**src/rtl/flagcfg_pkg.sv**
```systemverilog
`timescale 1ns/1ps
package flagcfg_pkg;
  typedef enum logic [1:0] {
    MODE_PRESET   = 2'd0,
    MODE_SERIAL   = 2'd1,
    MODE_PARALLEL = 2'd2
  } mode_e;

  localparam logic [2:0] SEL_SERIAL = 3'd5;
  localparam logic [2:0] SEL_RST_PRESET = 3'd2;

  // preset index 0..4 -> shift amount for 8,16,64,256,1024
  function automatic int unsigned preset_shift(logic [2:0] idx);
    if (idx < 3'd2) return 32'd3 + 32'(idx);
    return 32'd2 + 32'd2 * 32'(idx);
  endfunction
endpackage

```
**src/rtl/flagcfg_mode_latch.sv**
```systemverilog
`timescale 1ns/1ps
module flagcfg_mode_latch
  import flagcfg_pkg::*;
(
  input  logic       clk_i,
  input  logic       rst_ni,
  input  logic       mrst_i,
  input  logic [2:0] sel_i,
  input  logic       parity_i,
  output mode_e      mode_o,
  output logic       parity_o
);
  mode_e mode_q;
  logic  parity_q;

  always_ff @(posedge clk_i or negedge rst_ni) begin
    if (!rst_ni) begin
      mode_q   <= MODE_PRESET;
      parity_q <= 1'b0;
    end else if (mrst_i) begin
      parity_q <= parity_i;
      if (sel_i < SEL_SERIAL)       mode_q <= MODE_PRESET;
      else if (sel_i == SEL_SERIAL) mode_q <= MODE_SERIAL;
      else                          mode_q <= MODE_PARALLEL;
    end
  end

  assign mode_o   = mode_q;
  assign parity_o = parity_q;


  mode_hold_chk: assert property (@(posedge clk_i) disable iff (!rst_ni)
    !mrst_i |=> $stable(mode_q) && $stable(parity_q));
endmodule

```
**src/rtl/flagcfg_par_loader.sv**
```systemverilog
`timescale 1ns/1ps
module flagcfg_par_loader #(
  parameter int unsigned OFS_W   = 13,
  parameter int unsigned DATA_W  = 36,
  parameter int unsigned N_FLD   = 4,
  parameter int unsigned PAR_BIT = 8,
  localparam int unsigned IDX_W  = (N_FLD > 1) ? $clog2(N_FLD) : 1
) (
  input  logic              clk_i,
  input  logic              rst_ni,
  input  logic              mrst_i,
  input  logic              act_i,
  input  logic              en_i,
  input  logic              wr_en_i,
  input  logic              fifo_wr_i,
  input  logic              done_i,
  input  logic              parity_i,
  input  logic [DATA_W-1:0] data_i,
  output logic              load_o,
  output logic [IDX_W-1:0]  idx_o,
  output logic [OFS_W-1:0]  val_o,
  output logic              last_o
);
  logic [IDX_W-1:0] idx_q;
  logic             closed_q;
  logic             unused_data;

  assign unused_data = ^data_i[DATA_W-1:OFS_W+1];

  assign load_o = act_i & en_i & wr_en_i & ~fifo_wr_i & ~closed_q & ~done_i;
  assign last_o = load_o & (idx_q == IDX_W'(N_FLD - 1));
  assign idx_o  = idx_q;

  always_comb begin
    if (parity_i) val_o = {data_i[OFS_W:PAR_BIT+1], data_i[PAR_BIT-1:0]};
    else          val_o = data_i[OFS_W-1:0];
  end

  always_ff @(posedge clk_i or negedge rst_ni) begin
    if (!rst_ni) begin
      idx_q    <= '0;
      closed_q <= 1'b0;
    end else if (mrst_i) begin
      idx_q    <= '0;
      closed_q <= 1'b0;
    end else begin
      if (act_i && en_i && fifo_wr_i) closed_q <= 1'b1;
      if (load_o) idx_q <= idx_q + 1'b1;
    end
  end


  window_closed_chk: assert property (@(posedge clk_i) disable iff (!rst_ni)
    closed_q && !mrst_i |=> closed_q);

  idx_step_chk: assert property (@(posedge clk_i) disable iff (!rst_ni)
    load_o && !mrst_i |=> idx_q == $past(idx_q) + 1'b1);
endmodule

```
**src/rtl/flagcfg_ser_shifter.sv**
```systemverilog
`timescale 1ns/1ps
module flagcfg_ser_shifter #(
  parameter int unsigned TOTAL  = 52,
  localparam int unsigned CNT_W = $clog2(TOTAL + 1)
) (
  input  logic clk_i,
  input  logic rst_ni,
  input  logic mrst_i,
  input  logic act_i,
  input  logic en_i,
  input  logic ser_en_i,
  input  logic done_i,
  output logic shift_o,
  output logic last_o
);
  logic [CNT_W-1:0] cnt_q;

  assign shift_o = act_i & en_i & ser_en_i & ~done_i;
  assign last_o  = shift_o & (cnt_q == CNT_W'(TOTAL - 1));

  always_ff @(posedge clk_i or negedge rst_ni) begin
    if (!rst_ni)      cnt_q <= '0;
    else if (mrst_i)  cnt_q <= '0;
    else if (shift_o) cnt_q <= cnt_q + 1'b1;
  end


  ser_cnt_chk: assert property (@(posedge clk_i) disable iff (!rst_ni)
    shift_o |-> cnt_q < CNT_W'(TOTAL));

  cnt_bound_chk: assert property (@(posedge clk_i) disable iff (!rst_ni)
    cnt_q <= CNT_W'(TOTAL));
endmodule

```
**src/rtl/flagcfg_unit.sv**
```systemverilog
`timescale 1ns/1ps
module flagcfg_unit
  import flagcfg_pkg::*;
#(
  parameter int unsigned OFS_W   = 13,
  parameter int unsigned N_FIFO  = 2,
  parameter int unsigned DATA_W  = 36,
  parameter int unsigned PAR_BIT = 8
) (
  input  logic                    clk_i,
  input  logic                    rst_ni,
  input  logic                    mrst_i,
  input  logic                    prst_i,
  input  logic [2:0]              sel_i,
  input  logic                    parity_i,
  input  logic                    wr_en_i,
  input  logic                    fifo_wr_i,
  input  logic [DATA_W-1:0]       data_i,
  input  logic                    ser_en_i,
  input  logic                    ser_d_i,
  output logic [N_FIFO*OFS_W-1:0] ae_o,
  output logic [N_FIFO*OFS_W-1:0] af_o,
  output logic                    done_o
);
  localparam int unsigned N_FLD = 2 * N_FIFO;
  localparam int unsigned TOTAL = N_FLD * OFS_W;
  localparam int unsigned IDX_W = (N_FLD > 1) ? $clog2(N_FLD) : 1;

  mode_e            mode;
  logic             parity;
  logic             act;
  logic             par_load, par_last, ser_shift, ser_last;
  logic [IDX_W-1:0] par_idx;
  logic [OFS_W-1:0] par_val;
  logic             done_q;
  logic [OFS_W-1:0] fld_q [N_FLD];
  logic             chain_in [N_FLD];
  logic [TOTAL-1:0] all_q;

  assign act = ~mrst_i & ~prst_i;

  flagcfg_mode_latch u_mode (
    .clk_i, .rst_ni, .mrst_i, .sel_i, .parity_i,
    .mode_o(mode), .parity_o(parity)
  );

  flagcfg_par_loader #(
    .OFS_W(OFS_W), .DATA_W(DATA_W), .N_FLD(N_FLD), .PAR_BIT(PAR_BIT)
  ) u_par (
    .clk_i, .rst_ni, .mrst_i, .act_i(act), .en_i(mode == MODE_PARALLEL),
    .wr_en_i, .fifo_wr_i, .done_i(done_q), .parity_i(parity), .data_i,
    .load_o(par_load), .idx_o(par_idx), .val_o(par_val), .last_o(par_last)
  );

  flagcfg_ser_shifter #(.TOTAL(TOTAL)) u_ser (
    .clk_i, .rst_ni, .mrst_i, .act_i(act), .en_i(mode == MODE_SERIAL),
    .ser_en_i, .done_i(done_q), .shift_o(ser_shift), .last_o(ser_last)
  );

  for (genvar k = 0; k < N_FLD; k++) begin : g_fld
    if (k == N_FLD - 1) begin : g_tail
      assign chain_in[k] = ser_d_i;
    end else begin : g_link
      assign chain_in[k] = fld_q[k+1][OFS_W-1];
    end

    always_ff @(posedge clk_i or negedge rst_ni) begin
      if (!rst_ni)
        fld_q[k] <= OFS_W'(1) << preset_shift(SEL_RST_PRESET);
      else if (mrst_i)
        fld_q[k] <= (sel_i < SEL_SERIAL) ? OFS_W'(1) << preset_shift(sel_i) : '0;
      else if (ser_shift)
        fld_q[k] <= {fld_q[k][OFS_W-2:0], chain_in[k]};
      else if (par_load && par_idx == IDX_W'(k))
        fld_q[k] <= par_val;
    end

    assign all_q[(N_FLD-1-k)*OFS_W +: OFS_W] = fld_q[k];
  end

  for (genvar j = 0; j < N_FIFO; j++) begin : g_out
    assign ae_o[j*OFS_W +: OFS_W] = fld_q[2*j];
    assign af_o[j*OFS_W +: OFS_W] = fld_q[2*j+1];
  end

  always_ff @(posedge clk_i or negedge rst_ni) begin
    if (!rst_ni)                  done_q <= 1'b1;
    else if (mrst_i)              done_q <= (sel_i < SEL_SERIAL);
    else if (par_last | ser_last) done_q <= 1'b1;
  end

  assign done_o = done_q;


  frozen_chk: assert property (@(posedge clk_i) disable iff (!rst_ni)
    done_q && !mrst_i |=> $stable(all_q));

  prst_hold_chk: assert property (@(posedge clk_i) disable iff (!rst_ni)
    prst_i && !mrst_i |=> $stable(all_q) && $stable(done_q));

  prog_clear_chk: assert property (@(posedge clk_i) disable iff (!rst_ni)
    mrst_i && sel_i >= SEL_SERIAL |=> !done_q && all_q == '0);

  done_src_chk: assert property (@(posedge clk_i) disable iff (!rst_ni)
    !mrst_i && !done_q |=> done_q == $past(par_last | ser_last));
endmodule

```
**config.mk**
```make
export PLATFORM = sky130hd
export DESIGN_NAME = flagcfg_unit
export DESIGN_NICKNAME = d
export VERILOG_FILES = /design/src/rtl/flagcfg_pkg.sv /design/src/rtl/flagcfg_mode_latch.sv /design/src/rtl/flagcfg_par_loader.sv /design/src/rtl/flagcfg_ser_shifter.sv /design/src/rtl/flagcfg_unit.sv
export SDC_FILE = /design/constraint.sdc
export NUM_CORES = 1
export LEC_CHECK = 0
export ABC_CLOCK_PERIOD_IN_PS = 2300
export BUFFER_PORTS_ARGS = -buffer_cell sky130_fd_sc_hd__buf_2
export CORE_ASPECT_RATIO = 1.1
export CORE_MARGIN = 2
export CORE_UTILIZATION = 53
export CTS_CLUSTER_DIAMETER = 40
export CTS_CLUSTER_SIZE = 14
export DETAILED_ROUTE_END_ITERATION = 8
export PLACE_DENSITY = 0.8
export SYNTH_ARGS = -nofsm -noshare
export SYNTH_HDL_FRONTEND = slang
export SYNTH_HIERARCHICAL = 1
export SYNTH_SLANG_ARGS = --single-unit
```
**constraint.sdc**
```tcl
create_clock -name clk_i -period 2.3 [get_ports clk_i]
set_input_delay 0.23 -clock clk_i [delete_from_list [all_inputs] [get_ports clk_i]]
set_output_delay 0.23 -clock clk_i [all_outputs]
set_load 0.005 [all_outputs]
```
# --- Word-level counts from Yosys, hierarchy flattened ---
# Index checks and enable logic that the tools add are counted.
classes:
  n_addsub: 4
  magnitude_cmp: 2
  eq_ne: 7
  n_shift: 1
  muxes: 29
  bitwise: 17
  n_reduce_logical: 15
ops:
  columns: ["cell", "count"]
  rows:
  - ["$mux W13", 14]
  - ["$mux W32", 2]
  - ["$shl A1 B32 Y13 const A", 1]
  - ["$mux W6", 2]
  - ["$reduce_bool A3 Y1", 4]
  - ["$and A1 B1 Y1", 11]
  - ["$mux W2", 4]
  - ["$reduce_bool A2 Y1", 4]
  - ["$add A6 B1 Y6 const B", 1]
  - ["$eq A2 B2 Y1 const B", 3]
  - ["$eq A6 B6 Y1 const B", 1]
  - ["$logic_and A1 B1 Y1", 6]
  - ["$mux W1", 6]
  - ["$add A2 B4 Y5 const A", 1]
  - ["$not A1 Y1", 5]
  - ["$add A2 B3 Y4 const A", 1]
  - ["$eq A2 B1 Y1 const B", 2]
  - ["$mux W4", 1]
  - ["$eq A3 B3 Y1 const B", 1]
  - ["$lt A3 B2 Y1 const B", 1]
  - ["$lt A3 B3 Y1 const B", 1]
  - ["$add A2 B1 Y2 const B", 1]
  - ["$logic_not A2 Y1", 1]
  - ["$or A1 B1 Y1", 1]
totals:
  register_bits: 65
  input_bits: 48
  elab_cells: 85

# --- Depth between registers and ports, before layout ---
# Gate-level depths: netlist of the first run.
logic_depth:
  ltp_word: 11
  mapped_depth: 12

# --- Cells and area by module ---
# The synthesis of the first run kept the hierarchy.
modules_own_cells:
  columns: ["mod", "n_inst", "cells_per_inst", "area_per_inst_um2", "seq_area_each_um2"]
  rows:
  - ["flagcfg_unit", 1, 320, 3045.4, 1332.5]
  - ["flagcfg_ser_shifter", 1, 34, 329.1, 150.1]
  - ["flagcfg_par_loader", 1, 29, 295.3, 75.1]
  - ["flagcfg_mode_latch", 1, 10, 121.4, 75.1]

# --- Worst setup path before layout of the first run ---
# No wires, ideal clock.
synth_timing:
  path_type: "input to register"
  start: "in mrst_i"
  end: "reg fld_q, in the netlist af_o[11]"
  setup_ns: 0.125
  arrival_time_ns: 2.208
  required_ns: 2.175
  slack_ns: -0.033
  cell_stages: 12
  path_cell_list: "buf_2 buf_1 nor2_1 nand4b_4 buf_6 inv_2 or2_1 buf_6 or2_1 buf_2 buf_6 mux2_4"
synth_between:
  word_cells_on_any_way: 14
  cone_classes: "mux: 2; bitwise: 10; reduce/logical: 2"
synth_rtl:
  columns: ["element", "line_no", "rtl"]
  rows:
  - ["start: declaration", "flagcfg_unit.sv:12", "input logic mrst_i,"]
  - ["$not A1 Y1 (*)", "flagcfg_unit.sv:40", "assign act = ~mrst_i & ~prst_i;"]
  - ["$and A1 B1 Y1 (*)", "flagcfg_unit.sv:40", null]
  - ["net act", "flagcfg_unit.sv:31", "logic act;"]
  - ["$and A1 B1 Y1 (*) (3 in a row)", "flagcfg_ser_shifter.sv:18", "assign shift_o = act_i & en_i & ser_en_i & ~done_i;"]
  - ["net ser_shift", "flagcfg_unit.sv:32", "logic par_load, par_last, ser_shift, ser_last;"]
  - ["$mux W13", "flagcfg_unit.sv:72", "else if (ser_shift)"]
  - ["$mux W13", "flagcfg_unit.sv:70", "else if (mrst_i)"]
  - ["end signal: indexed assignment", "flagcfg_unit.sv:69", "fld_q[k] <= OFS_W'(1) << preset_shift(SEL_RST_PRESET);"]
  - ["end signal: indexed assignment", "flagcfg_unit.sv:71", "fld_q[k] <= (sel_i < SEL_SERIAL) ? OFS_W'(1) << preset_shift(sel_i) : '0;"]
  - ["end signal: indexed assignment", "flagcfg_unit.sv:73", "fld_q[k] <= {fld_q[k][OFS_W-2:0], chain_in[k]};"]
  - ["end: declaration", "flagcfg_unit.sv:36", "logic [OFS_W-1:0] fld_q [N_FLD];"]
# Mark *: on every way through the listed nets, which the timed path passes. The rest lies on a longest branch.
# A chain may end at the register's enable or synchronous reset.

# --- Final worst setup path of the first run ---
layout_timing:
  start: "reg u_par.closed_q"
  end: "reg fld_q, in the netlist ae_o[3]"
layout_between:
  elab_chain_cells: 5
layout_lines:
  columns: ["element", "line_no", "rtl"]
  rows:
  - ["start: declaration", "flagcfg_par_loader.sv:25", "logic closed_q;"]
  - ["start signal: assignment", "flagcfg_par_loader.sv:42", "closed_q <= 1'b0;"]
  - ["start signal: assignment", "flagcfg_par_loader.sv:45", "closed_q <= 1'b0;"]
  - ["start signal: assignment", "flagcfg_par_loader.sv:47", "if (act_i && en_i && fifo_wr_i) closed_q <= 1'b1;"]
  - ["$not A1 Y1", "flagcfg_par_loader.sv:30", "assign load_o = act_i & en_i & wr_en_i & ~fifo_wr_i & ~closed_q & ~done_i;"]
  - ["$and A1 B1 Y1 (2 in a row)", "flagcfg_par_loader.sv:30", null]
  - ["net par_load", "flagcfg_unit.sv:32", null]
  - ["$logic_and A1 B1 Y1", "flagcfg_unit.sv:74", "else if (par_load && par_idx == IDX_W'(k))"]
  - ["$reduce_bool A3 Y1 (no source line)", null, null]
  - ["end signal: indexed assignment", "flagcfg_unit.sv:71", null]
  - ["end signal: indexed assignment", "flagcfg_unit.sv:73", null]
  - ["end signal: indexed assignment", "flagcfg_unit.sv:75", "fld_q[k] <= par_val;"]
# The timed path passes the listed nets, and every way through them passes these cells.

==> flow_summary.ini, run 1 <==
[finish]
multi_input_comb_area_um2 = 1879
layout-area-overhead-vs-synth_pct = 15.31
area.sequential_um2 = 1633
leading_cell_type_in_the_layout_fill_and_taps_excluded = sky130_fd_sc_hd__buf_2
final_util = 0.6275
drive_above_1_share = 0.2906
num_antenna_cells = 0
finalInstanceArea_um2 = 4372
layout.cells.most_common_list = sky130_fd_sc_hd__buf_2 (78), sky130_fd_sc_hd__dfrtp_1 (60), sky130_fd_sc_hd__nand2_1 (54), sky130_fd_sc_hd__a31oi_1 (33), sky130_fd_sc_hd__a21o_1 (32)
finish.net_count = 517
fillers = 590

[sta]
min_period_ns = 2.133
worst_slew_pin_slew_ns = 0.6648
setup-tns-final_ns = 0
drv_slew = 0
timing.final.hold_violations = 0
fin_hold_ws_ns = 0.1236
relative_slew_margins = 0.5498
finalSetupViolCount = 0
max_freq_ghz = 0.4689
layout_worst_path_cycle_share = 0.9272
grt_setup_unrepaired = no
fin_skew_ns = 0.007167

[routing]
met2_wirelength_um = 4445
detailroute.via_count = 3338
drt_first_iter_violations = 281
avgRoutedWirePerCell_um = 17.08
dr.max_layer_used = met4
wl_um = 9444
met3WireLength_um = 745
firstDrtPassIters = 6
wl_met1_um = 4164
final_antenna_net_count = 0
drcViolationCount = 0
vias_per_cell = 6.036

[worst_setup_path]
timing.critical_path.from_type = register
slowest_delay_ns = 0.39
cp_top_family = simple AND/OR/NAND/NOR gates
cp.depth = 5
cp.required_ns = 2.51
path_max_fanout = 8
arrival_ns = 2.35
cp_num_buf_inv = 0
worst_r2r_path_depth = 5
timing.critical_path.slowest_stage_cell = sky130_fd_sc_hd__or2_1
timing.setup.critical_path_class = reg -> reg
timing.critical_path.to_type = register
timing.critical_path.cells = nor4b_1 > and3_1 > nor3b_2 > or2_1 > mux2_1

[global_route]
wire_length_of_the_first_global_routing_pass_um = 15400
antenna_found_initial = 0
grt_overflow_total = 0
grt_usage = 0.2440
first_global_vias = 3116
grt_max_degree = 66

[yosys]
synth_edf_count = 0
netlist_instances = 393
yosys_warnings = 6
syn-cell-area_um2 = 3791
postSynthAreaPerCell_um2 = 9.647
synth_top_flop_cell = sky130_fd_sc_hd__dfrtp_1
ys_seq_elements = 65
asyncSetResetFlopFracSynth = 1.000
net_count_synth = 447
ys_seq_area_frac = 0.4307
yosysUniqueCellTypes = 49

[pwr]
power_density_nw_per_um2 = 612.3
total_leakage_power_nw = 2.016
p_clk_frac = 0.317
internal_power_mw = 1.910
pwr-share-seq = 0.503
comb_power_share = 0.180
totalPowerFinal_mw = 2.677
ir_drop_uv = 417.8
switchingPower_uw = 766.5
switching_share = 0.2864

[place]
gpl.final_weighted_congestion = 0.8757
place_hpwl_um = 6482
buffers_on_ports = 78
placed_area_um2 = 4195

[clock_tree]
tritoncts_clock_tree = yes
clock_latency_ns = 0.34
clockBufferDepth = 2
cts_post_setup_buffers_inserted = 0
clock_pin_slew_on_the_worst_setup_and_hold_paths_ns = 0.07
clock_tree.root_cell = sky130_fd_sc_hd__clkbuf_8
number_of_levels_in_the_clock_h_tree = 3
cts.sink_count = 65
tritoncts.num_buffers = 9

[worst_hold_path]
hold_path_depth = 2
hold_path_class = in -> reg

[floorplanning]
row_count = 32
design.core.area_um2 = 6967
die_area_um2 = 7847
initial_cell_density_of_the_core = 0.5442
chipWidth_um = 84.64
io_pins = 101
die-height_um = 92.71

[run]
number_of_max_cap_violations = 0

[status]
outcome = finished, final reports clean
-- flip-flops by register name, indices dropped and copies added (netlist names) --
register	count
u_mode/mode_o	2
ae_o	26
u_par/idx_o	2
u_par/closed_q	1
u_ser/cnt_q	6
af_o	26
done_o	1
u_mode/parity_o	1
-- logic make-up after synthesis --
family	after synthesis	synth area share
adder cells (fa/ha/maj)	6	0.01980
flip-flops	65	0.4307
AO/OA/AOI/OAI	107	0.1848
multiplexers	31	0.09835
AND/OR/NAND/NOR	138	0.1904
buffers and inverters	45	0.07360
XOR/XNOR	1	0.002311
-- through the flow --
step,std cells,worst slack (ns)
3_5_place_dp,536,0.2219
3_3_place_gp,536,0.2949
5_1_grt,553,0.08527
4_1_cts,553,0.1997
2_1_floorplan,393,0.03052
6_report,553,0.1675
-- timing repair --
action,CTS,global route
hold buffers,1,0
endpoints found under the hold margin,60,0
gates resized for setup,0,0
-- Yosys cell counts, types with 6 or more instances --
library cell,instances,area share
sky130_fd_sc_hd__mux2_4,8,0.032
sky130_fd_sc_hd__buf_4,8,0.016
sky130_fd_sc_hd__dfrtp_1,60,0.40
sky130_fd_sc_hd__nand2_1,54,0.053
sky130_fd_sc_hd__ha_1,6,0.020
sky130_fd_sc_hd__mux2_1,11,0.033
sky130_fd_sc_hd__a31oi_1,33,0.054
sky130_fd_sc_hd__buf_2,10,0.013
sky130_fd_sc_hd__nor2_1,13,0.013
sky130_fd_sc_hd__a21o_1,32,0.063
sky130_fd_sc_hd__a21oi_1,23,0.030
sky130_fd_sc_hd__buf_6,9,0.027
sky130_fd_sc_hd__mux2_2,7,0.021
sky130_fd_sc_hd__nor3_1,25,0.033
sky130_fd_sc_hd__nand2b_1,14,0.023
sky130_fd_sc_hd__clkbuf_1,8,0.0079
-- power by group through the flow --
stage | clock [mW] | sequential (mW) | combinational (mW)
2_1_floorplan | 0 | 1.36 | 0.265
3_3_place_gp | 0 | 1.37 | 0.466
3_5_place_dp | 0 | 1.37 | 0.479
4_1_cts | 0.869 | 1.35 | 0.483
5_1_grt | 0.905 | 1.36 | 0.531
6_report | 0.850 | 1.35 | 0.481
-- layer usage --
metal  vias to the layer above  GRT usage
met5                         -          0
li1                       1550          -
met2                       151     0.3655
met4                         0    0.05423
met1                      1626     0.3667
met3                        11    0.04902
-- path summary, 6_finish.rpt --
| path | startpoint | to | slack (ns) |
|---|---|---|---|
| worst max register to register | u_par/closed_q$_DFFE_PN0P_ | ae_o[3]$_DFFE_PN0P_ | 0.17 |
| max in group asynchronous | rst_ni | af_o[19]$_DFFE_PN1P_ | 1.51 |
| worst max-delay path | u_par/closed_q$_DFFE_PN0P_ | ae_o[3]$_DFFE_PN0P_ | 0.17 |
| worst min-delay path | parity_i | u_mode/parity_o$_DFFE_PN0P_ | 0.12 |
| min in group asynchronous | rst_ni | ae_o[22]$_DFFE_PN0P_ | 0.45 |
| worst min register to register | u_par/closed_q$_DFFE_PN0P_ | u_par/closed_q$_DFFE_PN0P_ | 0.52 |
-- worst register-to-register path: stages (launching register included) --
cell and delay (ns):
sky130_fd_sc_hd__dfrtp_1 0.38, sky130_fd_sc_hd__nor4b_1 0.28, sky130_fd_sc_hd__and3_1 0.36, sky130_fd_sc_hd__nor3b_2 0.23, sky130_fd_sc_hd__or2_1 0.39, sky130_fd_sc_hd__mux2_1 0.37
-- area by class of cell --
cell class              count  area share
clock inverters             3    0.004007
flip-flops and latches     65      0.3735
clock buffers              13     0.03406
inverters                   7    0.006010
multi-input cells         283      0.4299
well taps                  85     0.02433
repair buffers             97      0.1282
Power figures use the tool's default switching activity.
==> run 2: changes to the inputs <==
- ABC_AREA: not set -> 1
- CORE_UTILIZATION: 53 -> 54
- PLACE_DENSITY: 0.8 -> 0.81
- REMOVE_ABC_BUFFERS: not set -> 1
==> flow_summary.ini, run 2 <==
[status]
outcome = finished, final reports clean

[routing]
vias_per_cell = 5.216
drcViolationCount = 0
firstDrtPassIters = 5
final_antenna_net_count = 0
avgRoutedWirePerCell_um = 13.21
drt_first_iter_violations = 277
wl_um = 9341
detailroute.via_count = 3688

[clock_tree]
clock_tree.root_cell = sky130_fd_sc_hd__clkbuf_8
cts.sink_count = 65
tritoncts.num_buffers = 9
clockBufferDepth = 2
clock_latency_ns = 0.34
number_of_levels_in_the_clock_h_tree = 3
cts_post_setup_buffers_inserted = 0
tritoncts_clock_tree = yes
clock_pin_slew_on_the_worst_setup_and_hold_paths_ns = 0.07

[yosys]
yosys_warnings = 6
synth_area_leader_cell = sky130_fd_sc_hd__dfrtp_1
postSynthAreaPerCell_um2 = 7.163
synth_top_flop_cell = sky130_fd_sc_hd__dfrtp_1
yosysUniqueCellTypes = 26
syn-cell-area_um2 = 3954
post_synth_main_area_contributors = sky130_fd_sc_hd__dfrtp_1 (38%), sky130_fd_sc_hd__nand2_1 (18%), sky130_fd_sc_hd__inv_1 (7.0%)
synthTopCellsByCount = sky130_fd_sc_hd__nand2_1 (186), sky130_fd_sc_hd__inv_1 (74), sky130_fd_sc_hd__dfrtp_1 (60)
ys_seq_area_frac = 0.4130
post-synth-top-count-cell = sky130_fd_sc_hd__nand2_1
synth_edf_count = 0
netlist_instances = 552
ys_seq_elements = 65
asyncSetResetFlopFracSynth = 1.000
synthDominantCellAreaShare = 0.3797

[finish]
final_util = 0.6325
layout-area-overhead-vs-synth_pct = 12.72
fillers = 627
num_antenna_cells = 0
layout.cells.most_common_list = sky130_fd_sc_hd__nand2_1 (186), sky130_fd_sc_hd__buf_2 (78), sky130_fd_sc_hd__inv_1 (74), sky130_fd_sc_hd__dfrtp_1 (60), sky130_fd_sc_hd__nor2_1 (55)
leading_cell_type_in_the_layout_fill_and_taps_excluded = sky130_fd_sc_hd__nand2_1
drive_above_1_share = 0.2010
finish.net_count = 671
finalNonFillerCells = 707
finalInstanceArea_um2 = 4457

[global_route]
antenna_found_initial = 0
wire_length_of_the_first_global_routing_pass_um = 15880
grt_overflow_total = 0
first_global_vias = 3533
grt_usage = 0.2473
grt_max_degree = 66

[worst_setup_path]
timing.critical_path.from_type = register
timing.setup.critical_path_class = reg -> reg
cp.required_ns = 2.56
path_max_fanout = 29
timing.critical_path.to_type = register
timing.critical_path.cells = inv_1 > nand2_2 > nor2_8 > inv_2 > nand2_1 > o21ai_0 > nand2_1 > nand2_1 > inv_1 > a21oi_1
slowest_delay_ns = 0.58
crit_path_frequent_cell = sky130_fd_sc_hd__nand2_1
arrival_ns = 2.25
timing.critical_path.slowest_stage_cell = sky130_fd_sc_hd__dfstp_2

[floorplanning]
die_area_um2 = 8023
initial_cell_density_of_the_core = 0.5611
chipWidth_um = 85.59
die-height_um = 93.75
design.core.area_um2 = 7047
row_count = 32
io_pins = 101

[place]
worst_slack_at_placement_ns = 0.3548
dp_cells = 690
buffers_on_ports = 78
gpl.final_weighted_congestion = 0.8392
placed_area_um2 = 4254
place_hpwl_um = 6382

[pwr]
total_leakage_power_nw = 2.472
totalPowerFinal_mw = 2.760
power_density_nw_per_um2 = 619.2
ir_drop_uv = 427.6

[sta]
fin_hold_ws_ns = 0.09192
drv_slew = 0
min_period_ns = 1.981
layout_worst_path_cycle_share = 0.8613
final.setup.worst_slack_ns = 0.3190
finalSetupViolCount = 0
fin_skew_ns = 0.008075
grt_setup_unrepaired = no
relative_slew_margins = 0.5011
worst_slew_pin_slew_ns = 0.7472
timing.final.hold_violations = 0
setup-tns-final_ns = 0
max_freq_ghz = 0.5048

[run]
number_of_max_cap_violations = 0

[worst_hold_path]
hold_path_class = in -> reg
-- run 2: logic make-up after synthesis --
family,count (synthesis),synth area share
adders and majority gates,6,0.01899
AOI/OAI and AO/OA,83,0.1085
and+or+nand+nor,290,0.3203
DFF,65,0.4130
buffers and inverters,107,0.1354
muxes,1,0.003796
-- run 2: cell type report --
cell class	instances	area, µm²	share of cell area
clock buffer	14	182.7	0.04099
sequential	65	1633	0.3664
multi-input combinational	380	1785	0.4006
clock inverter	2	10.01	0.002246
tap	85	106.4	0.02386
inverter	77	289.0	0.06485
timing repair buffer	84	450.4	0.1011
-- run 2: power breakdown --
part           internal [mW]  switching, mW
Combinational          0.195          0.295
Sequential              1.25         0.0781
Clock                  0.507          0.433
Total                   1.95          0.807
-- run 2: worst max-delay path: cells and delay by family (launching register included) --
kind	cells	cell delay, ns
flops	1	0.58
buf+inv	3	0.48
simple gates	5	0.60
compound gates	2	0.26
-- run 2: repair_timing --
action	4_1_cts	5_1_grt
hold endpoints to repair	60	0
hold buffers	1	0
resized for setup	0	0
-- run 2: routing by layer --
layer	up-vias	GRT usage	routed length, µm
li1	1839	-	-
met5	-	0	0
met3	10	0.05448	538
met4	0	0.07672	121
met1	1734	0.3098	3969
met2	105	0.4258	4712
-- run 2: final timing paths --
check | startpoint | to | slack, ns | cells past startpoint
max | done_o$_DFFE_PN1P_ | af_o[12]$_DFFE_PN0P_ | 0.32 | 10
min | parity_i | u_mode/parity_o$_DFFE_PN0P_ | 0.09 | 3
max reg2reg | done_o$_DFFE_PN1P_ | af_o[12]$_DFFE_PN0P_ | 0.32 | 10
min reg2reg | ae_o[19]$_DFFE_PN1P_ | ae_o[19]$_DFFE_PN1P_ | 0.52 | 2
max in group asynchronous | rst_ni | ae_o[19]$_DFFE_PN1P_ | 1.54 | 3
min in group asynchronous | rst_ni | u_par/closed_q$_DFFE_PN0P_ | 0.43 | 3
